--- src/rtl/pwr_cap_pkg.sv ---
package pwr_cap_pkg;

    typedef enum logic [1:0] {
        ST_IDLE    = 2'd0,
        ST_CAPTURE = 2'd1,
        ST_DRAIN   = 2'd2
    } win_state_e;

    localparam int unsigned CH_TX = 0;
    localparam int unsigned CH_RX = 1;
    localparam int unsigned N_CH  = 2;

endpackage

--- src/rtl/pwr_sqmag.sv ---
module pwr_sqmag #(
    parameter int unsigned DW = 16
) (
    input  logic                   clk,
    input  logic                   rst_n,
    input  logic                   en_i,
    input  logic signed [DW-1:0]   re_i,
    input  logic signed [DW-1:0]   im_i,
    output logic [2*DW-1:0]        pwr_o
);
    localparam int unsigned PW = 2 * DW;

    logic signed [PW-1:0] re_x;
    logic signed [PW-1:0] im_x;
    logic signed [PW-1:0] re_sq;
    logic signed [PW-1:0] im_sq;
    logic [PW-1:0]        sq_re_q;
    logic [PW-1:0]        sq_im_q;
    logic [PW-1:0]        pwr_q;

    // widen before multiplying so that the full signed product is kept
    assign re_x  = $signed({{DW{re_i[DW-1]}}, re_i});
    assign im_x  = $signed({{DW{im_i[DW-1]}}, im_i});
    assign re_sq = re_x * re_x;
    assign im_sq = im_x * im_x;

    // stage 1: squares
    always_ff @(posedge clk or negedge rst_n) begin
        if (!rst_n) begin
            sq_re_q <= '0;
            sq_im_q <= '0;
        end else if (en_i) begin
            sq_re_q <= $unsigned(re_sq);
            sq_im_q <= $unsigned(im_sq);
        end
    end

    // stage 2: sum; each square is at most 2^(PW-2), so the sum fits
    always_ff @(posedge clk or negedge rst_n) begin
        if (!rst_n) begin
            pwr_q <= '0;
        end else if (en_i) begin
            pwr_q <= sq_re_q + sq_im_q;
        end
    end

    assign pwr_o = pwr_q;

    AST_NO_OVERFLOW: assert property (@(posedge clk) disable iff (!rst_n)
        en_i |=> (pwr_q >= $past(sq_re_q)) && (pwr_q >= $past(sq_im_q)));

endmodule

--- src/rtl/pwr_window_fsm.sv ---
module pwr_window_fsm
    import pwr_cap_pkg::*;
#(
    parameter int unsigned LEN_W = 11
) (
    input  logic               clk,
    input  logic               rst_n,
    input  logic               trig_i,
    input  logic [LEN_W-1:0]   len_i,
    input  logic               rx_vld_i,
    input  logic               adv_i,
    input  logic               retire_i,
    output logic               take_o,
    output logic               pad_o,
    output logic               final_o,
    output win_state_e         state_o
);
    localparam int unsigned CNT_W = LEN_W + 1;

    win_state_e        st_q;
    win_state_e        st_d;
    logic [CNT_W-1:0]  cnt_q;
    logic [CNT_W-1:0]  win_q;
    logic [CNT_W-1:0]  len_q;
    logic [CNT_W-1:0]  len_ext;
    logic              open_evt;
    logic              close_evt;
    logic              retire_evt;

    assign len_ext = {1'b0, len_i};

    // transition events
    always_comb begin
        open_evt   = (st_q == ST_IDLE) && trig_i && (len_i != '0);
        close_evt  = (st_q == ST_CAPTURE) && take_o && final_o;
        retire_evt = (st_q == ST_DRAIN) && retire_i;
    end

    // next state
    always_comb begin
        st_d = st_q;
        unique case (st_q)
            ST_IDLE:    if (open_evt)   st_d = ST_CAPTURE;
            ST_CAPTURE: if (close_evt)  st_d = ST_DRAIN;
            ST_DRAIN:   if (retire_evt) st_d = ST_IDLE;
            default:                    st_d = ST_IDLE;
        endcase
    end

    // state register
    always_ff @(posedge clk or negedge rst_n) begin
        if (!rst_n) begin
            st_q <= ST_IDLE;
        end else begin
            st_q <= st_d;
        end
    end

    // window length and beat counter
    always_ff @(posedge clk or negedge rst_n) begin
        if (!rst_n) begin
            cnt_q <= '0;
            win_q <= '0;
            len_q <= '0;
        end else if (open_evt) begin
            cnt_q <= '0;
            len_q <= len_ext;
            win_q <= len_ext + (len_ext >> 1);
        end else if (take_o) begin
            cnt_q <= cnt_q + 1'b1;
        end
    end

    // outputs
    always_comb begin
        take_o  = 1'b0;
        pad_o   = 1'b0;
        final_o = 1'b0;
        unique case (st_q)
            ST_CAPTURE: begin
                take_o  = rx_vld_i && adv_i;
                pad_o   = (cnt_q >= len_q);
                final_o = (cnt_q == win_q - 1'b1);
            end
            ST_IDLE, ST_DRAIN: begin
                take_o  = 1'b0;
            end
            default: begin
                take_o  = 1'b0;
            end
        endcase
    end

    assign state_o = st_q;

    AST_OPEN_ON_TRIG: assert property (@(posedge clk) disable iff (!rst_n)
        (st_q == ST_IDLE && trig_i && len_i != '0) |=> (st_q == ST_CAPTURE && cnt_q == '0));
    AST_ZERO_LEN_IGNORED: assert property (@(posedge clk) disable iff (!rst_n)
        (st_q == ST_IDLE && len_i == '0) |=> (st_q == ST_IDLE));
    AST_CNT_IN_WINDOW: assert property (@(posedge clk) disable iff (!rst_n)
        (st_q == ST_CAPTURE) |-> (cnt_q < win_q));
    AST_COUNT_FROZEN: assert property (@(posedge clk) disable iff (!rst_n)
        (st_q == ST_CAPTURE && !adv_i) |=> $stable(cnt_q));
    AST_BUSY_TRIG_IGNORED: assert property (@(posedge clk) disable iff (!rst_n)
        (st_q == ST_CAPTURE && trig_i && !take_o) |=> (st_q == ST_CAPTURE && $stable(cnt_q) && $stable(win_q)));

endmodule

--- src/rtl/pwr_beat_pipe.sv ---
module pwr_beat_pipe (
    input  logic clk,
    input  logic rst_n,
    input  logic take_i,
    input  logic last_i,
    input  logic tready_i,
    output logic adv_o,
    output logic tvalid_o,
    output logic tlast_o
);
    logic v1_q;
    logic l1_q;
    logic v2_q;
    logic l2_q;

    // the whole pipeline moves only when the output slot is free or drained
    assign adv_o = !v2_q || tready_i;

    always_ff @(posedge clk or negedge rst_n) begin
        if (!rst_n) begin
            v1_q <= 1'b0;
            l1_q <= 1'b0;
            v2_q <= 1'b0;
            l2_q <= 1'b0;
        end else if (adv_o) begin
            v1_q <= take_i;
            l1_q <= take_i && last_i;
            v2_q <= v1_q;
            l2_q <= l1_q;
        end
    end

    assign tvalid_o = v2_q;
    assign tlast_o  = l2_q;

    AST_HOLD_STABLE: assert property (@(posedge clk) disable iff (!rst_n)
        (v2_q && !tready_i) |=> (v2_q && $stable(l2_q)));
    AST_LAST_WITH_VALID: assert property (@(posedge clk) disable iff (!rst_n)
        l2_q |-> v2_q);

endmodule

--- src/rtl/pwr_capture_streamer.sv ---
module pwr_capture_streamer
    import pwr_cap_pkg::*;
#(
    parameter int unsigned DW    = 16,
    parameter int unsigned LEN_W = 11
) (
    input  logic                 clk,
    input  logic                 rst_n,
    input  logic                 trig_i,
    input  logic [LEN_W-1:0]     frame_len_i,
    input  logic                 tx_vld_i,
    input  logic signed [DW-1:0] tx_re_i,
    input  logic signed [DW-1:0] tx_im_i,
    input  logic                 rx_vld_i,
    input  logic signed [DW-1:0] rx_re_i,
    input  logic signed [DW-1:0] rx_im_i,
    output logic                 pwr_tvalid_o,
    input  logic                 pwr_tready_i,
    output logic [4*DW-1:0]      pwr_tdata_o,
    output logic                 pwr_tlast_o
);
    localparam int unsigned PW = 2 * DW;

    logic              take;
    logic              pad;
    logic              final_beat;
    logic              adv;
    logic              retire;
    logic              tx_zero;
    win_state_e        win_state;

    logic signed [DW-1:0] ch_re  [N_CH];
    logic signed [DW-1:0] ch_im  [N_CH];
    logic [PW-1:0]        ch_pwr [N_CH];

    assign retire  = pwr_tvalid_o && pwr_tready_i && pwr_tlast_o;
    assign tx_zero = pad || !tx_vld_i;

    pwr_window_fsm #(
        .LEN_W (LEN_W)
    ) i_fsm (
        .clk      (clk),
        .rst_n    (rst_n),
        .trig_i   (trig_i),
        .len_i    (frame_len_i),
        .rx_vld_i (rx_vld_i),
        .adv_i    (adv),
        .retire_i (retire),
        .take_o   (take),
        .pad_o    (pad),
        .final_o  (final_beat),
        .state_o  (win_state)
    );

    pwr_beat_pipe i_pipe (
        .clk      (clk),
        .rst_n    (rst_n),
        .take_i   (take),
        .last_i   (final_beat),
        .tready_i (pwr_tready_i),
        .adv_o    (adv),
        .tvalid_o (pwr_tvalid_o),
        .tlast_o  (pwr_tlast_o)
    );

    // transmit channel is forced to zero outside its frame or on a gap
    always_comb begin
        ch_re[CH_TX] = tx_zero ? '0 : tx_re_i;
        ch_im[CH_TX] = tx_zero ? '0 : tx_im_i;
        ch_re[CH_RX] = rx_re_i;
        ch_im[CH_RX] = rx_im_i;
    end

    for (genvar c = 0; c < N_CH; c++) begin : g_ch
        pwr_sqmag #(
            .DW (DW)
        ) i_sq (
            .clk   (clk),
            .rst_n (rst_n),
            .en_i  (adv),
            .re_i  (ch_re[c]),
            .im_i  (ch_im[c]),
            .pwr_o (ch_pwr[c])
        );
        assign pwr_tdata_o[c*PW +: PW] = ch_pwr[c];
    end

    AST_DATA_HOLD: assert property (@(posedge clk) disable iff (!rst_n)
        (pwr_tvalid_o && !pwr_tready_i) |=> $stable(pwr_tdata_o));
    AST_LAST_RETIRES: assert property (@(posedge clk) disable iff (!rst_n)
        (pwr_tvalid_o && pwr_tready_i && pwr_tlast_o) |=> (win_state == ST_IDLE));
    AST_IDLE_QUIET: assert property (@(posedge clk) disable iff (!rst_n)
        (win_state == ST_IDLE) |-> !take);

endmodule

--- config.mk ---
export PLATFORM = sky130hd
export DESIGN_NAME = pwr_capture_streamer
export DESIGN_NICKNAME = d
export VERILOG_FILES = /design/src/rtl/pwr_cap_pkg.sv /design/src/rtl/pwr_sqmag.sv /design/src/rtl/pwr_window_fsm.sv /design/src/rtl/pwr_beat_pipe.sv /design/src/rtl/pwr_capture_streamer.sv
export SDC_FILE = /design/constraint.sdc
export NUM_CORES = 2
export LEC_CHECK = 0
export BUFFER_PORTS_ARGS = -buffer_cell sky130_fd_sc_hd__buf_2
export CORE_AREA = 5 5 378 380
export DETAILED_ROUTE_END_ITERATION = 6
export DIE_AREA = 0 0 383 385
export GPL_ROUTABILITY_DRIVEN = 0
export PLACE_DENSITY_LB_ADDON = 0.12
export SETUP_SLACK_MARGIN = 0.1
export SLEW_MARGIN = 10
export SYNTH_ARGS = -nofsm -noshare
export SYNTH_HDL_FRONTEND = slang
export SYNTH_HIERARCHICAL = 1
export SYNTH_SLANG_ARGS = --single-unit
--- constraint.sdc ---
create_clock -name clk -period 10.15 [get_ports clk]
set_clock_uncertainty 0.1 [all_clocks]
set_input_delay 0 -clock clk [delete_from_list [all_inputs] [get_ports clk]]
set_output_delay 0 -clock clk [all_outputs]
set_load 0.05 [all_outputs]
==> results.json <==
{
  "status": "finished clean",
  "cp_common_cell": "fa_1",
  "cts_tree": "built",
  "dp_hpwl_um": 97900,
  "seq_area_frac_synth_pct": 11.8,
  "slew_headroom_pct": 39.0,
  "hold_viol": 0,
  "grt_pass1_wl_um": 193000,
  "dp_cells": 6916,
  "holdCritPathClass": "input pin to flip-flop",
  "grt_pass1_vias": 36300,
  "routed_via_density": 4.73,
  "async_flop_share_pct": 100,
  "drive_gt1_share_pct": 8.16,
  "drt-total-wl_um": 117000,
  "holdPathStages": 5,
  "setup_violations": 0,
  "initial_core_util_pct": 34.9,
  "io_pins": 147,
  "nets": 6622,
  "insertion_delay_ns": 0.54,
  "max_slew.worst_pin.slew_ns": 0.914,
  "avgSynthCellArea_sq_um": 9.49,
  "crit_slowest_cell": "fa_1",
  "wl_per_cell_um": 16.8,
  "chipHeight_um": 385,
  "slew_viol_final": 0,
  "cp.arrival_ns": 9.52,
  "yosysTopAreaCell": "fa_1",
  "area_growth_pct": 7.32,
  "cts_root_buffer": "clkbuf_16",
  "fp.dieW_um": 383,
  "syn_nets": 6565,
  "timing.hold.ws_ns": 0.0429,
  "numCtsBuffers": 23,
  "drt_iter0_drc": 1448,
  "cp-start-kind": "flip-flop",
  "fmax_ghz": 0.109,
  "rows": 137,
  "cts_resized": 0,
  "min_period_ns": 9.17,
  "dr.pass1.iters": 5,
  "ys_types": 94,
  "crit_type": "flip-flop to flip-flop",
  "syn_inst": 5097,
  "slowest_delay_ns": 0.83,
  "netlist_area_sq_um": 48400,
  "dieArea_sq_um": 147000,
  "final_util_pct": 37.4,
  "synth_top_area_share_pct": 38.8,
  "cp_max_fo": 32,
  "io_buffer_count": 146,
  "synth_area_leaders": "fa_1, dfrtp_1, ha_1",
  "required_ns": 10.50,
  "grt_usage_pct": 16.3,
  "core_sq_um": 139000,
  "clock-sinks": 229,
  "drc": 0,
  "rr_worst_depth": 28,
  "antenna_found_initial": 4,
  "htreeDepth": 1,
  "clock_path_buffers": 3,
  "grt-ovfl-total": 0,
  "synth-seq-cells": 229,
  "instances_no_fill": 6978,
  "maxCapViolCount": 0,
  "ys_warn_count": 6,
  "clk_pin_slew_ns": 0.08,
  "rsz0062_at_grt": "no",
  "period_share_pct": 90.4,
  "synth-edff-count": 0,
  "end_kind": "flip-flop",
  "grt_start_max_net_pins": 142,
  "route.vias.total": 33000,
  "synth_ff_type": "dfrtp_1",
  "route.antenna.remaining_nets": 0,
  "setup_tns_ns": 0
}
-- cell usage after synthesis, drive strengths merged (23+ instances only) --
cell / number
o31ai: 25
nand2: 402
nand3: 40
nand2b: 38
clkbuf: 129
a21o: 63
ha: 450
o21ai: 111
dfrtp: 229
and3: 23
o21a: 30
and3b: 32
a21oi: 159
fa: 937
inv: 1349
a211oi: 30
mux2: 127
xnor2: 173
nor2: 193
and2: 164
nor3: 31
xor2: 68
-- placed cells by master, fill, tap and decap left out, types with 23 or more instances in the layout --
master / count
and3_1: 23
nand2b_1: 37
and2_1: 164
nor3_1: 31
nand2_1: 402
ha_1: 450
nor2_1: 193
a21oi_1: 157
o21a_1: 30
o21ai_0: 105
a21o_1: 63
dfrtp_1: 229
inv_1: 1348
a211oi_1: 28
mux2_2: 124
xor2_1: 68
nand3_1: 40
buf_2: 145
fa_1: 937
clkbuf_16: 23
xnor2_1: 173
and3b_2: 32
-- stage by stage --
step,setup WS [ns],instance area (sq um)
finish,0.978,51900
global route,0.297,51900
CTS,0.913,51900
detailed placement,0.989,50900
global placement,1.11,50900
floorplan,1.95,48400
-- metal layers --
metal / share of wire (%) / global-route usage [%]
met4: 1.0 / 1.58
met5: 0 / 0
met3: 2.9 / 1.37
met2: 52 / 30.6
met1: 44 / 21.3
-- worst paths after layout --
path,start,to,slack (ns)
min in group asynchronous,rst_n,g_ch[0].i_sq/sq_re_q[15],0.35
hold / removal,trig_i,i_fsm/win_q[9],0.04
hold reg to reg,i_pipe/v1_q,i_pipe/tvalid_o,0.38
setup reg to reg,i_fsm/cnt_q[0],g_ch[0].i_sq/sq_re_q[31],0.98
setup / recovery,i_fsm/cnt_q[0],g_ch[0].i_sq/sq_re_q[31],0.98
max in group asynchronous,rst_n,g_ch[1].i_sq/sq_im_q[17],8.50
-- sequential cells by signal, summed over array words and instances, names as in the netlist, 2 cells and up --
| name | count |
|---|---|
| i_fsm/len_q | 11 |
| g_ch.i_sq/sq_re_q | 62 |
| g_ch.i_sq/pwr_o | 64 |
| i_fsm/win_q | 12 |
| g_ch.i_sq/sq_im_q | 62 |
| i_fsm/cnt_q | 12 |
| i_fsm/state_o | 2 |
-- critical path: cells and delay by family (launching register included) --
kind            cells  cell delay [ns]
compound gates      9             2.30
buf+inv             4             0.41
fa+ha+maj           8             4.12
flops               1             0.45
simple gates        7             1.63
-- cell type report --
type | count | area (sq um)
clock buffer | 27 | 611
sequential | 229 | 5730
fill | 14300 | 86900
antenna | 1 | 2.50
tap | 1807 | 2260
inverter | 1350 | 5070
clock inverter | 14 | 171
multi-input combinational | 3372 | 37000
timing repair buffer | 178 | 1060
-- cells by family (layout without fill, tap and decap cells) --
logic type      count (synthesis)  in the layout  share of synthesized area (%)
buf+inv                      1496           1569                           11.7
fa+ha+maj                    1387           1387                           50.4
simple gates                 1040           1040                           10.7
compound gates                568            568                           7.92
xor+xnor                      241            241                           4.36
flops                         229            229                           11.8
mux                           136            136                           3.16
other cells                     0              1                              0
-- what timing repair did --
item                                   4_1_cts  5_1_grt
endpoints found under the hold margin      114        0
hold buffers                                20        0
setup buffers                                0        0
Power is not shown: default switching activity piles up to over one toggle a cycle in this logic, so the estimate is an artifact.
